==> src/rtl/pfc_pkg.sv <==
package pfc_pkg;
    localparam int PFC_WORD_W     = 32;
    localparam int PFC_M_W        = 10;
    localparam int PFC_M_LSB      = 12;
    localparam int PFC_P_W        = 6;
    localparam int PFC_P_LSB      = 4;
    localparam int PFC_S_W        = 3;
    localparam int PFC_S_LSB      = 0;
    localparam int PFC_K_W        = 16;
    localparam int PFC_FRAC_SHIFT = 16;
    localparam int PFC_NUM_W      = 64;

    typedef enum logic [0:0] {
        CALC_IDLE   = 1'b0,
        CALC_DIVIDE = 1'b1
    } calc_state_e;
endpackage

==> src/rtl/pfc_operand_prep.sv <==
module pfc_operand_prep
    import pfc_pkg::*;
#(
    parameter int WORD_W     = PFC_WORD_W,
    parameter int M_W        = PFC_M_W,
    parameter int M_LSB      = PFC_M_LSB,
    parameter int P_W        = PFC_P_W,
    parameter int P_LSB      = PFC_P_LSB,
    parameter int S_W        = PFC_S_W,
    parameter int S_LSB      = PFC_S_LSB,
    parameter int K_W        = PFC_K_W,
    parameter int FRAC_SHIFT = PFC_FRAC_SHIFT,
    parameter int NUM_W      = PFC_NUM_W,
    localparam int DEN_W     = P_W + FRAC_SHIFT + (2**S_W) - 1
) (
    input  logic              frac_mode,
    input  logic [WORD_W-1:0] div_word,
    input  logic [WORD_W-1:0] frac_word,
    input  logic [WORD_W-1:0] ref_hz,
    output logic [NUM_W-1:0]  numer,
    output logic [DEN_W-1:0]  denom,
    output logic              p_zero,
    output logic              coef_neg
);
    localparam int COEF_W = M_W + FRAC_SHIFT + 1;
    localparam int PS_W   = P_W + FRAC_SHIFT;

    logic [M_W-1:0]    m_fld;
    logic [P_W-1:0]    p_fld;
    logic [S_W-1:0]    s_fld;
    logic [K_W-1:0]    k_fld;
    logic [COEF_W-1:0] k_ext;
    logic [COEF_W-1:0] coef_frac;
    logic [COEF_W-2:0] coef_mag;
    logic [PS_W-1:0]   p_scaled;

    assign m_fld = div_word[M_LSB +: M_W];
    assign p_fld = div_word[P_LSB +: P_W];
    assign s_fld = div_word[S_LSB +: S_W];
    assign k_fld = frac_word[K_W-1:0];

    // Sign-extend K to the coefficient width; two's-complement sum wraps correctly.
    assign k_ext     = {{(COEF_W-K_W){k_fld[K_W-1]}}, k_fld};
    assign coef_frac = {1'b0, m_fld, {FRAC_SHIFT{1'b0}}} + k_ext;

    always_comb begin
        if (frac_mode) begin
            coef_mag = coef_frac[COEF_W-2:0];
            p_scaled = {p_fld, {FRAC_SHIFT{1'b0}}};
        end else begin
            coef_mag = {{(COEF_W-1-M_W){1'b0}}, m_fld};
            p_scaled = {{FRAC_SHIFT{1'b0}}, p_fld};
        end
    end

    assign coef_neg = frac_mode & coef_frac[COEF_W-1];
    assign p_zero   = (p_fld == '0);
    assign numer    = NUM_W'(ref_hz) * NUM_W'(coef_mag);
    assign denom    = {{(DEN_W-PS_W){1'b0}}, p_scaled} << s_fld;
endmodule

==> src/rtl/pfc_shift_div.sv <==
module pfc_shift_div #(
    parameter int NUM_W = 64,
    parameter int DEN_W = 29,
    localparam int CNT_W = $clog2(NUM_W + 1)
) (
    input  logic             clk,
    input  logic             rst_n,
    input  logic             load,
    input  logic [NUM_W-1:0] numer,
    input  logic [DEN_W-1:0] denom,
    output logic [NUM_W-1:0] quotient,
    output logic             busy,
    output logic             fin
);
    logic [NUM_W-1:0] quo_q;
    logic [DEN_W-1:0] rem_q;
    logic [DEN_W-1:0] den_q;
    logic [CNT_W-1:0] cnt_q;
    logic             busy_q;
    logic             fin_q;

    logic [DEN_W:0]   trial;
    logic             fits;
    logic [DEN_W:0]   diff;
    logic [DEN_W-1:0] rem_next;

    assign trial    = {rem_q, quo_q[NUM_W-1]};
    assign fits     = trial >= {1'b0, den_q};
    assign diff     = trial - {1'b0, den_q};
    assign rem_next = fits ? diff[DEN_W-1:0] : trial[DEN_W-1:0];

    always_ff @(posedge clk) begin
        if (!rst_n) begin
            quo_q  <= '0;
            rem_q  <= '0;
            den_q  <= '0;
            cnt_q  <= '0;
            busy_q <= 1'b0;
            fin_q  <= 1'b0;
        end else begin
            fin_q <= 1'b0;
            if (load) begin
                quo_q  <= numer;
                rem_q  <= '0;
                den_q  <= denom;
                cnt_q  <= CNT_W'(NUM_W);
                busy_q <= 1'b1;
            end else if (busy_q) begin
                rem_q <= rem_next;
                quo_q <= {quo_q[NUM_W-2:0], fits};
                cnt_q <= cnt_q - 1'b1;
                if (cnt_q == CNT_W'(1)) begin
                    busy_q <= 1'b0;
                    fin_q  <= 1'b1;
                end
            end
        end
    end

    assign quotient = quo_q;
    assign busy     = busy_q;
    assign fin      = fin_q;
endmodule

==> src/rtl/pll_freq_calc.sv <==
module pll_freq_calc
    import pfc_pkg::*;
#(
    parameter int WORD_W     = PFC_WORD_W,
    parameter int M_W        = PFC_M_W,
    parameter int M_LSB      = PFC_M_LSB,
    parameter int P_W        = PFC_P_W,
    parameter int P_LSB      = PFC_P_LSB,
    parameter int S_W        = PFC_S_W,
    parameter int S_LSB      = PFC_S_LSB,
    parameter int K_W        = PFC_K_W,
    parameter int FRAC_SHIFT = PFC_FRAC_SHIFT,
    parameter int NUM_W      = PFC_NUM_W
) (
    input  logic              clk,
    input  logic              rst_n,
    input  logic              start,
    input  logic              frac_mode,
    input  logic [WORD_W-1:0] div_word,
    input  logic [WORD_W-1:0] frac_word,
    input  logic [WORD_W-1:0] ref_hz,
    output logic [NUM_W-1:0]  freq_hz,
    output logic              done,
    output logic              err
);
    localparam int DEN_W = P_W + FRAC_SHIFT + (2**S_W) - 1;

    calc_state_e      state_q;
    calc_state_e      state_d;
    logic [NUM_W-1:0] numer;
    logic [DEN_W-1:0] denom;
    logic             p_zero;
    logic             coef_neg;
    logic             accept;
    logic             div_load;
    logic [NUM_W-1:0] quotient;
    logic             div_busy;
    logic             div_fin;
    logic [NUM_W-1:0] freq_q;
    logic             done_q;
    logic             err_q;

    pfc_operand_prep #(
        .WORD_W(WORD_W), .M_W(M_W), .M_LSB(M_LSB), .P_W(P_W), .P_LSB(P_LSB),
        .S_W(S_W), .S_LSB(S_LSB), .K_W(K_W), .FRAC_SHIFT(FRAC_SHIFT), .NUM_W(NUM_W)
    ) u_prep (
        .frac_mode(frac_mode),
        .div_word (div_word),
        .frac_word(frac_word),
        .ref_hz   (ref_hz),
        .numer    (numer),
        .denom    (denom),
        .p_zero   (p_zero),
        .coef_neg (coef_neg)
    );

    assign accept   = (state_q == CALC_IDLE) && start;
    assign div_load = accept && !p_zero && !coef_neg;

    pfc_shift_div #(.NUM_W(NUM_W), .DEN_W(DEN_W)) u_div (
        .clk     (clk),
        .rst_n   (rst_n),
        .load    (div_load),
        .numer   (numer),
        .denom   (denom),
        .quotient(quotient),
        .busy    (div_busy),
        .fin     (div_fin)
    );

    always_comb begin
        state_d = state_q;
        unique case (state_q)
            CALC_IDLE:   if (div_load) state_d = CALC_DIVIDE;
            CALC_DIVIDE: if (div_fin)  state_d = CALC_IDLE;
            default:     state_d = CALC_IDLE;
        endcase
    end

    always_ff @(posedge clk) begin
        if (!rst_n) state_q <= CALC_IDLE;
        else        state_q <= state_d;
    end

    always_ff @(posedge clk) begin
        if (!rst_n) begin
            freq_q <= '0;
            done_q <= 1'b0;
            err_q  <= 1'b0;
        end else begin
            done_q <= 1'b0;
            unique case (state_q)
                CALC_IDLE: begin
                    if (accept && p_zero) begin
                        freq_q <= '0;
                        done_q <= 1'b1;
                        err_q  <= 1'b1;
                    end else if (accept && coef_neg) begin
                        freq_q <= '0;
                        done_q <= 1'b1;
                        err_q  <= 1'b0;
                    end
                end
                CALC_DIVIDE: begin
                    if (div_fin) begin
                        freq_q <= quotient;
                        done_q <= 1'b1;
                        err_q  <= 1'b0;
                    end
                end
                default: ;
            endcase
        end
    end

    assign freq_hz = freq_q;
    assign done    = done_q;
    assign err     = err_q;
endmodule

==> config.mk <==
export PLATFORM = sky130hd
export DESIGN_NAME = pll_freq_calc
export DESIGN_NICKNAME = d
export VERILOG_FILES = /design/src/rtl/pfc_pkg.sv /design/src/rtl/pfc_operand_prep.sv /design/src/rtl/pfc_shift_div.sv /design/src/rtl/pll_freq_calc.sv
export SDC_FILE = /design/constraint.sdc
export NUM_CORES = 2
export LEC_CHECK = 0
export ABC_AREA = 1
export BUFFER_PORTS_ARGS = -buffer_cell sky130_fd_sc_hd__clkbuf_2
export CORE_ASPECT_RATIO = 0.5
export CORE_UTILIZATION = 65
export CTS_BUF_LIST = sky130_fd_sc_hd__clkbuf_4 sky130_fd_sc_hd__clkbuf_8
export CTS_CLUSTER_DIAMETER = 50
export DETAILED_ROUTE_END_ITERATION = 8
export HOLD_SLACK_MARGIN = 0.15
export PLACE_DENSITY = 0.86
export SLEW_MARGIN = 25
export SYNTH_ARGS = -nofsm -noshare
export SYNTH_HDL_FRONTEND = slang
export SYNTH_SLANG_ARGS = --single-unit
export TNS_END_PERCENT = 10
==> constraint.sdc <==
create_clock -name clk -period 10.1 [get_ports clk]
set_clock_uncertainty 0.1 [all_clocks]
set_input_delay 0.505 -clock clk [delete_from_list [all_inputs] [get_ports clk]]
set_output_delay 0.505 -clock clk [all_outputs]
set_load 0.05 [all_outputs]
Word level (Yosys, flattened, before mapping)
Cells that the tools add are included.
- register bits: 198
- bits in latches: 0
- bits in writable memories: 0
- ROM bits: 0
- bits of input ports: 100
- output and inout port bits: 66
- word-level logic and storage cells: 63
- memories kept: 0
- $add $sub $neg: 3
- multiply operators: 1
- divide/modulo/power cells: 0
- magnitude comparators: 1
- eq/ne operators: 3
- shift operators: 1
- muxes and demuxes: 26
- bitwise gates (word level): 4
- reductions and logical operators: 12
- operator list (kind ; number):
    64-bit two-way mux ; 3
    64-bit one-hot mux with 2 select lines ; 1
    58-bit two-way mux ; 2
    32-bit by 26-bit multiplier with 58-bit output ; 1
    30-bit by 29-bit greater-or-equal comparator with 1-bit output ; 1
    29-bit two-way mux ; 1
    22-bit by 3-bit << shifter with 29-bit output ; 1
    29-bit subtractor ; 1
    26-bit by 27-bit adder with 27-bit output ; 1
    26-bit two-way mux ; 1
    22-bit two-way mux ; 1
    7-bit two-way mux ; 2
    1-bit two-way mux ; 12
    7-bit by 1-bit == test with 1-bit output (second input constant) ; 1
    7-bit by 1-bit subtractor with 7-bit output (second input constant) ; 1
    6-bit zero test ; 1
    1-bit one-hot mux with 2 select lines ; 3
    1-bit logical AND ; 5
    3-bit by 1-bit inequality test with 1-bit output (second input constant) ; 1
    1-bit inverter ; 3
    3-bit OR reduction ; 1
    1-bit zero test ; 2
    2-bit by 1-bit inequality test with 1-bit output (second input constant) ; 1
    2-bit AND reduction ; 1
    other kinds (3) ; 3

Depth between registers and ports, before layout
- word-level depth: 6
- gate-level depth with buffers: 38
- depth with buffers taken out: 37

Hierarchy
A second synthesis with hierarchy kept.
- cells, all modules: 5514
- area, all modules: 39599.2 um2
- modules (own cells, without submodules) (module ; times used ; cells an instance ; area each (um2) ; sequential area each (um2)):
    pfc_operand_prep ; 1 ; 3898 ; 29054.1 ; 0.0
    pfc_shift_div ; 1 ; 1254 ; 7820.0 ; 2622.5
    pll_freq_calc ; 1 ; 362 ; 2725.1 ; 1341.3

Worst setup path after synthesis
No wires, ideal clock.
- path kind: input-to-reg
- start point: input port div_word[12]
- end point: register u_div.quo_q[48], in the netlist u_div.quotient[48]
- library setup time: 109 ps
- arrival time: 7047 ps
- required time: 9891 ps
- path slack: 2844 ps
- cell stages on the path: 33
- path buffers: 1
- cell sequence: ha_1 > fa_1 > nand3_1 > nand2_1 > or2_2 > nand3_1 > clkbuf_1 > nor2_1 > fa_1 > inv_1 > fa_1 > fa_1 > fa_1 > inv_1 > fa_1 > inv_1 > fa_1 > fa_1 > inv_1 > ha_1 > nand2_1 > nor2_1 > inv_1 > nor2_1 > nand2_1 > nor2_1 > nand2_1 > nand3_1 > nand2_1 > nand3_1 > nand3_1 > nand2_1 > inv_1
- longest elaborated chain between the ends: 5
- elaborated cells on any way between the ends: 8
- those cells by class: add/sub: 1; mul: 1; mux: 2; bitwise: 1; reduce/logical: 3
- RTL lines (item ; RTL line ; source):
    start: declaration ; pll_freq_calc.sv:19 ; input logic [WORD_W-1:0] div_word,
    parallel branches: the longest is 5 deep, another holds 32-bit by 26-bit multiplier with 58-bit output ; - ;
    end signal: assignment ; pfc_shift_div.sv:43 ; quo_q <= numer;
    end signal: assignment ; pfc_shift_div.sv:50 ; quo_q <= {quo_q[NUM_W-2:0], fits};
    end: declaration ; pfc_shift_div.sv:15 ; logic [NUM_W-1:0] quo_q;
Several ways; the timed one is not identified.
A chain may end at the register's enable or synchronous reset.

Worst setup path after layout
- start point: input port frac_word[15]
- end point: register u_div.quo_q[56], in the netlist u_div.quotient[56]
- longest elaborated chain between the ends: 5
- elaborated cells on any way between the ends: 8
- those cells by class: add/sub: 1; mul: 1; mux: 2; bitwise: 1; reduce/logical: 3
- RTL lines (item ; RTL line ; source):
    start: declaration ; pll_freq_calc.sv:20 ; input logic [WORD_W-1:0] frac_word,
    26-bit by 27-bit adder with 27-bit output (*) ; pfc_operand_prep.sv:44 ; assign coef_frac = {1'b0, m_fld, {FRAC_SHIFT{1'b0}}} + k_ext;
    parallel branches: the longest is 4 deep, another holds 32-bit by 26-bit multiplier with 58-bit output ; - ;
Every way passes the cells marked *.

==> results by group <==
Outcome
  • Status: finished clean

Timing
  • Max-slew headroom: just over 20%
  • Final Cycle Share: 85.3%
  • Min Tclk post-route: 8.62 ns
  • Hold Vio Cnt, Final: 0
  • Worst-margin pin slew: 1.18 ns
  • RSZ-0062 raised after global routing: no
  • Setup TNS: 0 ns
  • Max frequency: approximately 120 MHz
  • Max Slew Vio Count: 0
  • Final setup viols: 0
  • Fin Hold WS: ~0.34 ns

Clock tree
  • Post-CTS setup buffers: 0
  • TritonCTS clock tree: yes
  • Total CTS buffers: 17
  • Deepest clock path buffer count: 2
  • Clk sink count: roughly 200
  • CTS root buf: clkbuf_8
  • Worst skew pair latency: around 0.48 ns
  • CTS resizes: 0
  • Hold-fix buffers, CTS: 0
  • H-tree Lvls: 4
  • Reg clk slew, reported paths: ~0.11 ns

Worst setup path
  • Type of origin of the critical path: input pin
  • Crit path max-delay family: adder cells
  • Crit-path max cell delay: slightly above 0.6 ns
  • CP required: between 10 and 15 ns
  • WP buf/inv: 7
  • Worst-path fanout max: 19
  • Critical Path AT: between 8 and 9 ns
  • Slowest-stage cell, CP: fa_1
  • Setup CP Type: in -> reg
  • CP endpoint kind: flip-flop

Routing
  • First DRT Iteration DRCs: approximately 3.6k
  • DR pass1 iterations: 8
  • DRC viols: 0
  • Total wire length: roughly 120000 um
  • Avg WL per Cell: about 20 um
  • Total number of vias: approximately 35k
  • Routed Antenna Nets: 0
  • Vias/cell: between 5 and 6

Cells and area
  • Final Util: between 60% and 70%
  • Register area: 0.00391 mm^2
  • Layout cell share with drive strength beyond 1: about 5.4%
  • Fin nets: about 6.4k
  • FILL cells: roughly 5k
  • Multi-input logic area: around 0.03 mm^2
  • Area Overhead vs Synth: 3.71%
  • Finished Cell Area: 0.0401 mm^2

Placed design
  • Number of port buffers: 136
  • Post-Place Cell Area: 0.0397 mm^2
  • Placer Congestion: 1.02
  • Post-DP HPWL: roughly 100000 um

Synthesis
  • Mapped cell area: slightly below 0.04 mm^2
  • Syn Nets: ~6.4k
  • Synth Warn #: 0
  • Most used flip-flop cell after synthesis: dfxtp_1
  • Async S/R FF share, synth: 0%
  • Register area share after synthesis: between 10% and 20%
  • Synthesized area per cell: between 7 and 8 um^2
  • Yosys cell types: 50
  • Gate Count Post-Synth: 5332
  • Number of synthesized flops with an enable pin: 0
  • Synth Register Bits: 195

Floorplanning
  • Die area: slightly above 0.06 mm^2
  • Starting density of the core: 66.6%
  • IO Pins: between 150 and 200
  • Die height: 174 um
  • Core Rows: between 60 and 70
  • Core Box Area: 0.0580 mm^2
  • Die width: ~350 um

GRT
  • GR met2 Demand/Resource: approximately 65%
  • Vias in the first global route: between 30k and 40k
  • Initial antenna violation count: 5
  • Global routing's busiest layer: met2
  • Largest net degree at the start of global routing: 88
  • Total global-route track usage: 41.1%
  • First-pass GRT wire length: about 190000 um
  • GR Util met1: 52.2%
  • Met3 Use GR: approximately an eighth
  • Grt ovf: 0

Job
  • Max_cap viols: 0

Worst hold path
  • Worst min path class: in -> reg
==> sequential cells by signal (all words and copies together), names as in the netlist <==
signal and cells:
done 1, err 1, freq_hz 64, state_q 1, u_div.busy 1, u_div.cnt_q 7
u_div.den_q 26, u_div.fin 1, u_div.quotient 64, u_div.rem_q 29
==> cell type report <==
type / count / share of cell area (%)
diodes: 4 / 0.0250
clock buffers: 19 / 0.652
clock inverters: 13 / 0.409
inverters: 1225 / 11.5
multi-input cells: 3682 / 72.8
flip-flops and latches: 195 / 9.75
well taps: 768 / 2.40
repair buffers: 179 / 2.53
==> synthesized netlist by cell type, types with 7 or more instances <==
library cell  count  area share [%]
nand2_1        1482              14
inv_1          1209              12
fa_1            720              37
nor2_1          459             4.5
nand3_1         249             3.2
ha_1            235             7.6
a21oi_1         222             2.9
dfxtp_1         195              10
clkbuf_1        138             1.3
o21ai_0          80             1.0
buf_2            44            0.57
nand4_1          42            0.68
xor2_1           36            0.82
buf_1            29            0.28
or2_2            22            0.36
nor3_1           19            0.25
o21ai_1          15            0.19
xnor2_1          12            0.27
clkinv_1         11            0.11
o22ai_1          11            0.18
buf_4             9            0.17
nand3_2           9            0.23
buf_6             8            0.23
nand2_2           8            0.13
nand3b_1          7            0.14
or2_1             7            0.11
==> logic make-up (layout without fill, tap and decap cells) <==
logic type      Yosys count  after routing  share of synthesized area [%]
buf+inv                1455           1436                           14.6
fa+ha+maj               955            955                           44.9
xor+xnor                 48             48                           1.09
compound gates          349            349                           4.69
mux                       3              3                         0.0777
other cells               0              4                              0
flops                   195            195                           10.1
simple gates           2327           2327                           24.6
==> layout by cell type (no fill, tap or decap), types with 4 or more instances in the layout <==
cell         n
nand2_1   1481
inv_1     1202
fa_1       720
nor2_1     457
nand3_1    249
ha_1       235
a21oi_1    222
dfxtp_1    194
clkbuf_2   136
o21ai_0     79
nand4_1     42
buf_4       42
xor2_1      36
or2_2       22
nor3_1      19
clkbuf_8    19
o21ai_1     13
clkinv_1    12
xnor2_1     12
o22ai_1     11
nand3_2      9
inv_2        9
nor2_2       7
nand2_2      7
or2_1        7
nand3b_1     7
o21bai_1     6
nand2_4      5
inv_6        5
diode_2      4
a21o_1       4
o21ai_2      4
a211oi_1     4
==> routing by layer <==
layer,vias up,wire (um)
met3,423,15500
met1,16700,45100
met5,-,110
met2,2027,54500
li1,15600,-
met4,6,6060
==> worst paths after layout <==
path / endpoint / slack, ns / depth (start not counted) / from
setup / recovery: u_div.quotient[56]$_SDFFE_PN0P_ / 1.48 / 34 / frac_word[15]
hold / removal: u_div.den_q[16]$_SDFFE_PN0P_ / 0.34 / 5 / div_word[4]
setup reg to reg: u_div.den_q[17]$_SDFFE_PN0P_ / 7.09 / 7 / state_q$_SDFF_PN0_
hold reg to reg: freq_hz[38]$_SDFFE_PN0P_ / 0.36 / 2 / freq_hz[38]$_SDFFE_PN0P_
==> worst reg2reg max path, delay by kind of cell (launching register included) <==
kind            cells  cell delay (ns)
flops               1             0.35
compound gates      1             0.27
buf+inv             2             0.83
simple gates        4             1.37
==> metrics by stage <==
step | instances | worst slack (ns)
2_1_floorplan | 5332 | 2.84
3_3_place_gp | 6049 | 1.34
3_5_place_dp | 6049 | 1.26
4_1_cts | 6081 | 1.75
5_1_grt | 6083 | 1.05
6_report | 6085 | 1.48
Power is not shown: default switching activity piles up to over one toggle a cycle in this logic, so the estimate is an artifact.
